<file path="src/rtl/i2cs_pkg.sv">
package i2cs_pkg;

  typedef enum logic [3:0] {
    ST_IDLE, ST_ADDR, ST_ADDR2, ST_ACK, ST_RX, ST_RX_DEC,
    ST_TX_LOAD, ST_TX, ST_TX_ACK, ST_WAIT
  } i2cs_state_e;

  localparam int          BYTE_W   = 8;
  localparam logic [4:0]  HDR_TEN  = 5'b11110;

  // 7-bit compare: single address or inclusive window
  function automatic logic hit_7(input logic [6:0] a, input logic [6:0] lo,
                                 input logic [6:0] hi, input logic rng);
    return rng ? ((a >= lo) && (a <= hi)) : (a == lo);
  endfunction

  // 10-bit compare: single address or inclusive window
  function automatic logic hit_10(input logic [9:0] a, input logic [9:0] lo,
                                  input logic [9:0] hi, input logic rng);
    return rng ? ((a >= lo) && (a <= hi)) : (a == lo);
  endfunction

  // upper two bits of a 10-bit address carried in the header byte
  function automatic logic hit_top2(input logic [1:0] t, input logic [9:0] lo,
                                    input logic [9:0] hi, input logic rng);
    return rng ? ((t >= lo[9:8]) && (t <= hi[9:8])) : (t == lo[9:8]);
  endfunction

endpackage

</file>
<file path="src/rtl/i2cs_line_mon.sv">
module i2cs_line_mon #(
  parameter int STAGES = 2
) (
  input  logic clk,
  input  logic rst_n,
  input  logic scl_in,
  input  logic sda_in,
  output logic scl_s,
  output logic sda_s,
  output logic scl_rise,
  output logic scl_fall,
  output logic start_det,
  output logic stop_det
);
  logic [STAGES-1:0] scl_q, sda_q;
  logic              scl_p, sda_p;

  always_ff @(posedge clk or negedge rst_n) begin
    if (!rst_n) begin
      scl_q <= '1;
      sda_q <= '1;
      scl_p <= 1'b1;
      sda_p <= 1'b1;
    end else begin
      scl_q <= {scl_q[STAGES-2:0], scl_in};
      sda_q <= {sda_q[STAGES-2:0], sda_in};
      scl_p <= scl_q[STAGES-1];
      sda_p <= sda_q[STAGES-1];
    end
  end

  assign scl_s     = scl_q[STAGES-1];
  assign sda_s     = sda_q[STAGES-1];
  assign scl_rise  = scl_s & ~scl_p;
  assign scl_fall  = ~scl_s & scl_p;
  assign start_det = scl_s & scl_p & sda_p & ~sda_s;
  assign stop_det  = scl_s & scl_p & ~sda_p & sda_s;

  // a START or STOP is only seen while SCL stays high
  assert_cond_scl_high_R11: assert property (@(posedge clk) disable iff (!rst_n)
    (start_det || stop_det) |-> $past(scl_q[STAGES-1]));
endmodule

</file>
<file path="src/rtl/i2cs_addr_dec.sv">
module i2cs_addr_dec
  import i2cs_pkg::*;
(
  input  logic [BYTE_W-1:0] byte_q,
  input  logic [1:0]        top2_q,
  input  logic              cfg_range_en,
  input  logic              cfg_gc_en,
  input  logic [9:0]        cfg_addr_lo,
  input  logic [9:0]        cfg_addr_hi,
  output logic              hit7,
  output logic              gc_hit,
  output logic              hdr_hit,
  output logic              full_hit
);
  assign hit7     = hit_7(byte_q[7:1], cfg_addr_lo[6:0], cfg_addr_hi[6:0], cfg_range_en);
  assign gc_hit   = cfg_gc_en && (byte_q == 8'h00);
  assign hdr_hit  = (byte_q[7:3] == HDR_TEN) &&
                    hit_top2(byte_q[2:1], cfg_addr_lo, cfg_addr_hi, cfg_range_en);
  assign full_hit = hit_10({top2_q, byte_q}, cfg_addr_lo, cfg_addr_hi, cfg_range_en);
endmodule

</file>
<file path="src/rtl/i2c_range_slave.sv">
module i2c_range_slave
  import i2cs_pkg::*;
#(
  parameter int SYNC_STAGES = 2,
  parameter int SETUP_CYC   = 4
) (
  input  logic       clk,
  input  logic       rst_n,
  input  logic       scl_in,
  input  logic       sda_in,
  output logic       scl_hold,
  output logic       sda_low,
  input  logic       cfg_ten_bit,
  input  logic       cfg_range_en,
  input  logic       cfg_gc_en,
  input  logic       cfg_sw_ack,
  input  logic [9:0] cfg_addr_lo,
  input  logic [9:0] cfg_addr_hi,
  input  logic [7:0] tx_data,
  input  logic       tx_valid,
  output logic       tx_taken,
  output logic [7:0] rx_data,
  output logic       rx_valid,
  input  logic       rx_ready,
  output logic       ack_req,
  input  logic       ack_valid,
  input  logic       ack_nack,
  output logic       stop_flag,
  output logic       pkt_end_flag,
  output logic       bit_err_flag
);
  localparam int CW = $clog2(SETUP_CYC + 1);
  localparam logic [3:0] NBITS = 4'(BYTE_W);

  // bus events
  logic scl_s, sda_s, scl_rise, scl_fall, start_det, stop_det;

  i2cs_line_mon #(.STAGES(SYNC_STAGES)) u_mon (
    .clk(clk), .rst_n(rst_n), .scl_in(scl_in), .sda_in(sda_in),
    .scl_s(scl_s), .sda_s(sda_s), .scl_rise(scl_rise), .scl_fall(scl_fall),
    .start_det(start_det), .stop_det(stop_det)
  );

  // state
  i2cs_state_e        st, ack_nxt;
  logic [BYTE_W-1:0]  sh;
  logic [3:0]         cnt;
  logic [1:0]         top2_q;
  logic               ten_sel, sel, m_ack;
  logic [CW-1:0]      setup_q;

  // address decode
  logic hit7, gc_hit, hdr_hit, full_hit;

  i2cs_addr_dec u_dec (
    .byte_q(sh), .top2_q(top2_q), .cfg_range_en(cfg_range_en),
    .cfg_gc_en(cfg_gc_en), .cfg_addr_lo(cfg_addr_lo), .cfg_addr_hi(cfg_addr_hi),
    .hit7(hit7), .gc_hit(gc_hit), .hdr_hit(hdr_hit), .full_hit(full_hit)
  );

  // named internal events
  logic        addr_ack, byte_in, dec_ok, dec_nack, load_tx, bit_err_ev;
  i2cs_state_e addr_nxt;

  always_comb begin
    addr_ack = 1'b0;
    addr_nxt = ST_RX;
    if (st == ST_ADDR) begin
      if (cfg_ten_bit) begin
        if (hdr_hit && !sh[0]) begin
          addr_ack = 1'b1; addr_nxt = ST_ADDR2;
        end else if (hdr_hit && sh[0] && ten_sel && (sh[2:1] == top2_q)) begin
          addr_ack = 1'b1; addr_nxt = ST_TX_LOAD;
        end else if (gc_hit) begin
          addr_ack = 1'b1; addr_nxt = ST_RX;
        end
      end else if (hit7) begin
        addr_ack = 1'b1; addr_nxt = sh[0] ? ST_TX_LOAD : ST_RX;
      end else if (gc_hit) begin
        addr_ack = 1'b1; addr_nxt = ST_RX;
      end
    end else if (st == ST_ADDR2) begin
      addr_ack = full_hit;
      addr_nxt = ST_RX;
    end
  end

  assign byte_in    = scl_fall && (cnt == NBITS);
  assign dec_ok     = !rx_valid && (!cfg_sw_ack || ack_valid);
  assign dec_nack   = cfg_sw_ack && ack_nack;
  assign load_tx    = (st == ST_TX_LOAD) && tx_valid;
  assign bit_err_ev = (st == ST_TX) && scl_rise && sh[7] && !sda_s;

  assign ack_req      = (st == ST_RX_DEC) && cfg_sw_ack && !rx_valid;
  assign scl_hold     = (st == ST_TX_LOAD) || (st == ST_RX_DEC) || (setup_q != '0);
  assign sda_low      = (st == ST_ACK) || ((st == ST_TX) && !sh[7]);
  assign stop_flag    = stop_det;
  assign pkt_end_flag = (start_det || stop_det) && sel;
  assign bit_err_flag = bit_err_ev;

  always_ff @(posedge clk or negedge rst_n) begin
    if (!rst_n) begin
      st       <= ST_IDLE;
      ack_nxt  <= ST_RX;
      sh       <= '0;
      cnt      <= '0;
      top2_q   <= '0;
      ten_sel  <= 1'b0;
      sel      <= 1'b0;
      m_ack    <= 1'b0;
      setup_q  <= '0;
      tx_taken <= 1'b0;
      rx_data  <= '0;
      rx_valid <= 1'b0;
    end else begin
      tx_taken <= 1'b0;
      if (setup_q != '0) setup_q <= setup_q - 1'b1;
      if (rx_valid && rx_ready) rx_valid <= 1'b0;

      if (stop_det) begin
        st      <= ST_IDLE;
        sel     <= 1'b0;
        ten_sel <= 1'b0;
      end else if (start_det) begin
        st  <= ST_ADDR;
        cnt <= '0;
        sel <= 1'b0;
      end else begin
        case (st)
          ST_ADDR, ST_ADDR2, ST_RX: begin
            if (scl_rise && (cnt < NBITS)) begin
              sh  <= {sh[6:0], sda_s};
              cnt <= cnt + 1'b1;
            end else if (byte_in) begin
              if (st == ST_RX) begin
                st <= ST_RX_DEC;
              end else if (addr_ack) begin
                st      <= ST_ACK;
                ack_nxt <= addr_nxt;
                sel     <= 1'b1;
                if (addr_nxt == ST_ADDR2) begin
                  top2_q  <= sh[2:1];
                  ten_sel <= 1'b0;
                end
                if (st == ST_ADDR2) ten_sel <= 1'b1;
              end else begin
                st <= ST_WAIT;
              end
            end
          end
          ST_ACK: begin
            if (scl_fall) begin
              st  <= ack_nxt;
              cnt <= '0;
            end
          end
          ST_RX_DEC: begin
            if (dec_ok) begin
              setup_q <= CW'(SETUP_CYC);
              if (dec_nack) begin
                st <= ST_WAIT;
              end else begin
                rx_data  <= sh;
                rx_valid <= 1'b1;
                st       <= ST_ACK;
                ack_nxt  <= ST_RX;
              end
            end
          end
          ST_TX_LOAD: begin
            if (load_tx) begin
              sh       <= tx_data;
              tx_taken <= 1'b1;
              cnt      <= '0;
              st       <= ST_TX;
              setup_q  <= CW'(SETUP_CYC);
            end
          end
          ST_TX: begin
            if (bit_err_ev) begin
              st <= ST_WAIT;
            end else if (scl_fall) begin
              if (cnt == NBITS - 4'd1) begin
                st <= ST_TX_ACK;
              end else begin
                sh  <= {sh[6:0], 1'b0};
                cnt <= cnt + 1'b1;
              end
            end
          end
          ST_TX_ACK: begin
            if (scl_rise) m_ack <= !sda_s;
            else if (scl_fall) st <= m_ack ? ST_TX_LOAD : ST_WAIT;
          end
          default: ;
        endcase
      end
    end
  end

  // stretching only ever begins or continues with SCL seen low
  assert_hold_scl_low_R8: assert property (@(posedge clk) disable iff (!rst_n)
    scl_hold |-> !scl_s);

  // a byte is only taken while one was offered
  assert_taken_needs_valid_R8: assert property (@(posedge clk) disable iff (!rst_n)
    tx_taken |-> $past(tx_valid));

  // a pending ACK decision always keeps SCL stretched
  assert_ackreq_stretch_R9: assert property (@(posedge clk) disable iff (!rst_n)
    ack_req |-> scl_hold);

  // an undrained byte stays valid and unchanged
  assert_rx_hold_R6: assert property (@(posedge clk) disable iff (!rst_n)
    (rx_valid && !rx_ready) |=> (rx_valid && $stable(rx_data)));

  // after a bit error the data line is released
  assert_err_release_R12: assert property (@(posedge clk) disable iff (!rst_n)
    bit_err_flag |=> !sda_low);

  // after a STOP the block drives nothing
  assert_stop_release_R11: assert property (@(posedge clk) disable iff (!rst_n)
    stop_flag |=> (!sda_low && !ack_req));
endmodule

</file>
<file path="config.mk">
export PLATFORM = sky130hd
export DESIGN_NAME = i2c_range_slave
export DESIGN_NICKNAME = d
export VERILOG_FILES = /design/src/rtl/i2cs_pkg.sv /design/src/rtl/i2cs_line_mon.sv /design/src/rtl/i2cs_addr_dec.sv /design/src/rtl/i2c_range_slave.sv
export SDC_FILE = /design/constraint.sdc
export NUM_CORES = 1
export LEC_CHECK = 0
export CORE_MARGIN = 8
export CORE_UTILIZATION = 54
export DETAILED_ROUTE_END_ITERATION = 12
export PLACE_DENSITY_LB_ADDON = 0.15
export SLEW_MARGIN = 5
export SYNTH_ARGS = -nofsm -noshare
export SYNTH_HDL_FRONTEND = slang
export SYNTH_SLANG_ARGS = --single-unit
</file>
<file path="constraint.sdc">
create_clock -name clk -period 2.45 [get_ports clk]
set_clock_uncertainty 0.05 [all_clocks]
set_input_delay 0.49 -clock clk [delete_from_list [all_inputs] [get_ports clk]]
set_output_delay 0.49 -clock clk [all_outputs]
set_load 0.01 [all_outputs]
</file>
==> results.py, run 1 <==
metrics = {
    "floorplan": {
        "dieArea_sq_um": 8930,
        "row_count": 28,
        "core_area_sq_um": 5960,
        "dieHeight_um": 94.5,
        "die_w_um": 94.5,
        "ioPinCount": 56,
        "start_util_pct": 55.9,
    },
    "yosys": {
        "synth_area_sq_um": 3330,
        "synth_fa_ha_area_share_pct": 15.8,
        "syn_inst": 379,
        "synth_nets": 461,
        "synth-async-reset-ratio_pct": 100,
        "synthTopCellsByArea": "dfrtp_1, ha_1, dfstp_2",
        "synth_top_area_cell": "dfrtp_1",
        "muxShareOfSynthArea_pct": 5.15,
        "synth_xor_area_share_pct": 1.32,
        "synth_area_per_cell_sq_um": 8.78,
        "ys_seq_area_share_pct": 31.8,
        "ys_seq_elements": 42,
        "synth-compound-area-share_pct": 18.6,
        "yosysMostFrequentCell": "ha_1",
        "synth_top_family_by_area": "simple AND/OR/NAND/NOR gates",
        "yosys_most_used_dff": "dfrtp_1",
        "synth_top_area_share_pct": 26.3,
        "synth-edff-count": 0,
        "synth_warnings": 0,
        "ys_top_cells_by_count": "ha_1, inv_1, nand2_1, dfrtp_1, a21oi_1",
        "synth-simple-area-share_pct": 21.1,
        "synth.distinct_cells": 62,
    },
    "cts": {
        "htree_levels": 2,
        "cts_buffers": 5,
        "root_buffer": "clkbuf_8",
        "cts_sinks": 42,
        "clock_path_buffers": 2,
        "cts_tree": "built",
        "path_clk_slew_ps": 110,
        "insertion_delay_ps": 320,
    },
    "flow_run": {
        "drv_cap": 0,
    },
    "drt": {
        "drc_errors": 0,
        "wl_per_cell_um": 21.1,
        "routed_wl_um": 12100,
        "drtAntennaViolNets": 0,
        "dr.first_iter.drc_count": 280,
        "vias_per_cell": 6.37,
        "drt_pre_antenna_iters": 5,
        "via_count": 3641,
    },
    "pwr": {
        "power.density_nw_per_um2": 956,
        "power_leakage_uw": 0.00231,
        "ir_drop_v": 0.000757,
    },
    "timing": {
        "relSlewSlack_pct": 62.6,
        "setup_viol": 2,
        "hold_slack_ps": 187,
        "timing.fmax_ghz": 0.401,
        "grt_setup_unrepaired": "yes",
        "final_hold_viol_count": 0,
        "final.period_utilization_pct": 102,
        "finalCriticalPeriod_ps": 2490,
        "drv_slew": 0,
        "setup_ws_ps": -43.4,
        "worstMarginPinSlew_ps": 560,
    },
    "min_path": {
        "hold_path.class": "in2async",
    },
    "status": {
        "status": "finished, violations left",
        "failed_checks": "negative setup slack",
    },
    "worst_setup_path": {
        "endpoint_kind": "flip-flop",
        "cp.arrival_ps": 2640,
        "crit_fanout": 7,
        "crit_path_start_kind": "flip-flop",
        "crit_type": "reg2reg",
        "reg2reg_depth": 10,
        "worstPathRequired_ps": 2600,
        "rrSetupSlack_ps": -40,
    },
    "place": {
        "routabilityCongestion": 0.924,
        "dp_hpwl_um": 7720,
        "post-place-ws_ps": -555,
        "io_buffer_count": 55,
        "place_inst": 549,
    },
    "layout": {
        "drive_above_1_share_pct": 36.8,
        "layout.cells.non_filler": 572,
        "nets": 578,
        "synthToLayoutAreaGrowth_pct": 52.3,
        "fin_util_pct": 85.1,
        "antenna_cells": 0,
    },
    "global_route": {
        "grt_max_degree": 43,
        "grt_pass1_vias": 3560,
        "grt_pass1_wl_um": 17400,
        "overflow": 0,
        "antenna_found_initial": 0,
        "grt_usage_pct": 24.4,
    },
}
-- layout make-up --
class,instances,area [sq um]
clock inverter,3,28.8
sequential,42,1070
inverter,38,143
multi-input combinational,288,2590
fill,328,887
tap,75,93.8
timing repair buffer,121,1070
clock buffer,5,68.8
-- power by group --
part / switching (uW) / internal [uW] / total (uW)
Sequential: 253 / 928 / 1180
Combinational: 1690 / 1460 / 3160
Clock: 295 / 214 / 509
-- through the flow --
stage	setup TNS, ps	power (uW)	instance area [sq um]
after CTS	-64.6	4350	4710
final	-44.9	4850	5070
after global placement	-3020	3540	4280
after floorplan	0	2680	3330
after global routing	-257	5150	5070
after detailed placement	-3270	3610	4280
-- routing by layer --
layer	up-vias	global-route usage (%)	share of wire, %
li1	1620	-	-
met1	1746	30.5	39
met2	226	40.8	49
met3	49	5.87	8.6
met4	0	7.28	4.0
met5	-	0	0
-- state kept, by name (all words and copies together), names as in the netlist --
register,count
ack_nxt,2
cnt,4
m_ack,1
rx_data,8
rx_valid,1
sel,1
setup_q,3
sh,8
st,4
ten_sel,1
top2_q,2
tx_taken,1
u_mon.scl_p,1
u_mon.scl_q,2
u_mon.sda_p,1
u_mon.sda_q,2
-- repair_timing --
action | 4_1_cts | 5_1_grt
setup buffers | 10 | 6
resized for setup | 53 | 63
endpoints found under the setup margin | 12 | 12
pin swaps | 24 | 29
hold buffers | 0 | 0
-- cell usage in the layout (no fill, tap or decap), types with 6 or more instances in the layout --
| cell | instances |
|---|---|
| a21oi_1 | 16 |
| inv_1 | 21 |
| nor3_1 | 9 |
| ha_1 | 18 |
| o21ai_1 | 13 |
| inv_2 | 17 |
| dfrtp_2 | 6 |
| dfrtp_1 | 29 |
| ha_4 | 24 |
| nand3_1 | 10 |
| nand2_1 | 37 |
| dfstp_2 | 7 |
| mux2i_1 | 7 |
| buf_4 | 65 |
| mux2_2 | 7 |
| dlymetal6s2s_1 | 13 |
| clkdlybuf4s50_1 | 37 |
| o21ai_0 | 12 |
| nor2_1 | 19 |
| nand4_1 | 11 |
| a21oi_2 | 10 |
-- critical path: stages, from the launching register on --
cell     delay, ps
dfrtp_2        470
inv_1           90
buf_4          180
ha_1           300
nand3_1        120
nor2_1          60
a211o_1        250
a22oi_2        210
a21oi_2        110
o21ai_2        210
mux2_4         320
-- kinds of logic (layout without fill, tap and decap cells) --
kind of cell	after synthesis	count (layout)
buf+inv	49	167
compound gates	93	93
simple gates	132	132
fa+ha+maj	42	42
mux	16	16
flops	42	42
xor+xnor	5	5
-- path summary, 6_finish.rpt --
path | startpoint | endpoint
hold / removal | rst_n | setup_q[2]$_DFF_PN0_
setup reg to reg | sh[1]$_DFFE_PN0P_ | ack_nxt[1]$_DFFE_PN0P_
hold reg to reg | u_mon.sda_q[0]$_DFF_PN1_ | u_mon.sda_q[1]$_DFF_PN1_
min in group clk | u_mon.sda_q[0]$_DFF_PN1_ | u_mon.sda_q[1]$_DFF_PN1_
max in group asynchronous | rst_n | sh[2]$_DFFE_PN0P_
setup / recovery | sh[1]$_DFFE_PN0P_ | ack_nxt[1]$_DFFE_PN0P_
Note: power is estimated with default switching activity, not from simulation.
==> run 2: changes to the inputs <==
Settings changed: SLEW_MARGIN 5 to not set.
==> results of run 2 <==
Final layout, timing and power as in run 1 (identical DEF).
==> run 3: changes to the inputs <==
Settings changed: RECOVER_POWER set to 100.
==> results.py, run 3 (synthesized netlist as in run 1, its figures left out) <==
metrics = {
    "timing": {
        "finalCriticalPeriod_ps": 2510,
        "relSlewSlack_pct": 29.1,
        "setup_ws_ps": -56.3,
        "drv_slew": 0,
        "timing.fmax_ghz": 0.399,
        "grt_setup_unrepaired": "yes",
        "final_hold_viol_count": 0,
        "final.period_utilization_pct": 102,
        "hold_slack_ps": 317,
        "worstMarginPinSlew_ps": 1060,
        "setup_viol": 2,
    },
    "floorplan": {
        "dieArea_sq_um": 8930,
        "row_count": 28,
        "core_area_sq_um": 5960,
        "die_w_um": 94.5,
        "ioPinCount": 56,
        "start_util_pct": 55.9,
        "dieHeight_um": 94.5,
    },
    "drt": {
        "drtAntennaViolNets": 0,
        "vias_per_cell": 6.35,
        "wl_per_cell_um": 21.0,
        "dr.first_iter.drc_count": 258,
        "drc_errors": 0,
        "routed_wl_um": 12000,
        "drt_pre_antenna_iters": 7,
        "via_count": 3632,
    },
    "pwr": {
        "power_frac_seq_pct": 24.6,
        "p_switching_uw": 2240,
        "internal_power_uw": 2560,
        "clkPwrFrac_pct": 10.5,
        "ir_drop_v": 0.000753,
        "power_leakage_uw": 0.00226,
        "power.density_nw_per_um2": 954,
        "power_frac_comb_pct": 64.8,
        "sw_frac_of_total_pct": 46.7,
    },
    "status": {
        "status": "finished, violations left",
        "failed_checks": "negative setup slack",
    },
    "min_path": {
        "hold_start": "u_mon.sda_q[0]$_DFF_PN1_",
        "holdPathEnd": "u_mon.sda_q[1]$_DFF_PN1_",
        "hold_path.class": "reg2reg",
        "whs_path_depth": 0,
    },
    "cts": {
        "insertion_delay_ps": 310,
        "path_clk_slew_ps": 110,
        "ctsHoldBuffers": 0,
        "root_buffer": "clkbuf_8",
        "htree_levels": 2,
        "cts_tree": "built",
        "cts_sinks": 42,
        "cts_buffers": 5,
        "clock_path_buffers": 2,
    },
    "worst_setup_path": {
        "worstReg2RegEnd": "ack_nxt[1]$_DFFE_PN0P_",
        "crit_type": "reg2reg",
        "cp.arrival_ps": 2650,
        "worstPathRequired_ps": 2600,
        "reg2reg_depth": 10,
        "crit_fanout": 7,
        "cp_slowest_stage_delay_ps": 480,
        "reg2reg_from": "sh[1]$_DFFE_PN0P_",
        "crit_path_start_kind": "flip-flop",
        "cp_cell_sequence": "inv_1, buf_4, ha_1, nand3_1, nor2_1, a211o_1, a22oi_2, a21oi_2, o21ai_2, mux2_4",
        "slowest_stage": "dfrtp_2",
        "rrSetupSlack_ps": -60,
        "endpoint_kind": "flip-flop",
    },
    "global_route": {
        "grt_usage_pct": 24.4,
        "grt_pass1_wl_um": 17400,
        "grt_max_degree": 43,
        "antenna_found_initial": 0,
        "grt_pass1_vias": 3560,
        "overflow": 0,
    },
    "layout": {
        "antenna_cells": 0,
        "reg.largest.list": "rx_data: 8 flops, sh: 8 flops",
        "drive_above_1_share_pct": 35.6,
        "final_area_sq_um": 5030,
        "final_common_cell": "buf_4",
        "synthToLayoutAreaGrowth_pct": 51.1,
        "nets": 578,
        "mostFrequentLayoutCells": "buf_4, nand2_1, dfrtp_1, clkdlybuf4s50_1, ha_4",
        "fill_cells": 338,
    },
    "place": {
        "placed_cell_area_sq_um": 4280,
        "dp_hpwl_um": 7720,
        "io_buffer_count": 55,
        "routabilityCongestion": 0.924,
    },
    "flow_run": {
        "drv_cap": 0,
    },
}
[run 3: changes by cell type in the layout (fill, tap and decap cells not counted), moves of 2 or more]
cell and delta:
dfstp_1 +2, dlymetal6s2s_1 -3, clkdlybuf4s50_1 -12, clkbuf_1 +5, dlygate4sd3_1 +12, buf_4 -4, dfstp_2 -2
[run 3: how the worst max path moves through the flow]
| stage | slack (ps) | cells past startpoint | endpoint | from |
|---|---|---|---|---|
| floorplan | 120 | 9 | ack_nxt[1]$_DFFE_PN0P_ | cfg_addr_lo[6] |
| global placement | -540 | 11 | ack_nxt[1]$_DFFE_PN0P_ | cfg_addr_hi[5] |
| detailed placement | -560 | 11 | ten_sel$_DFFE_PN0P_ | cfg_addr_hi[5] |
| CTS | -30 | 11 | ack_nxt[1]$_DFFE_PN0P_ | cfg_addr_lo[6] |
| global route | -90 | 10 | ack_nxt[1]$_DFFE_PN0P_ | sh[1]$_DFFE_PN0P_ |
| finish | -60 | 10 | ack_nxt[1]$_DFFE_PN0P_ | sh[1]$_DFFE_PN0P_ |
[run 3: final cells by class]
class / instances / area [sq um] / share of cell area (%)
Clock buffer: 5 / 68.8 / 1.37
Timing Repair Buffer: 121 / 1040 / 20.7
Tap cell: 75 / 93.8 / 1.87
Clock inverter: 3 / 28.8 / 0.572
Sequential cell: 42 / 1070 / 21.2
Multi-Input combinational cell: 288 / 2590 / 51.5
Inverter: 38 / 143 / 2.84
[run 3: timing repair]
action / CTS / global route
setup endpoints to repair: 12 / 12
buffers inserted: 10 / 6
hold endpoints to repair: 0 / 0
gates resized for setup: 53 / 63
pin swaps: 24 / 29
[run 3: metal layers]
layer / wire (um) / part of all wire, % / global-route usage, %
met2: 5860 / 49 / 40.8
met5: 0 / 0 / 0
met1: 4580 / 38 / 30.5
met3: 1060 / 8.8 / 5.87
met4: 494 / 4.1 / 7.28
[run 3: power groups by stage]
stage	combinational [uW]	sequential (uW)	clock, uW
4_1_cts	2690	1150	510
6_report	3110	1180	506
2_1_floorplan	1540	1140	0
3_5_place_dp	2420	1190	0
5_1_grt	3360	1200	538
3_3_place_gp	2360	1180	0
[run 3: worst max-delay path: cells and delay by family, from the launching register on]
family | cells | cell delay [ps]
AO/OA/AOI/OAI | 4 | 780
flip-flops | 1 | 480
multiplexers | 1 | 320
adder cells (fa/ha/maj) | 1 | 300
buffers and inverters | 2 | 280
AND/OR/NAND/NOR | 2 | 190
[run 3: metrics by stage]
| step | util [%] | setup slack (ps) | TNS [ps] | cells | total power [uW] |
|---|---|---|---|---|---|
| floorplan | - | 124 | 0 | 379 | 2680 |
| global placement | 71.9 | -539 | -3020 | 549 | 3540 |
| detailed placement | 71.9 | -555 | -3270 | 549 | 3610 |
| CTS | 79.1 | -34.4 | -64.6 | 566 | 4350 |
| global route | 84.4 | -93.0 | -255 | 572 | 5100 |
| finish | 84.4 | -56.3 | -73.9 | 572 | 4800 |
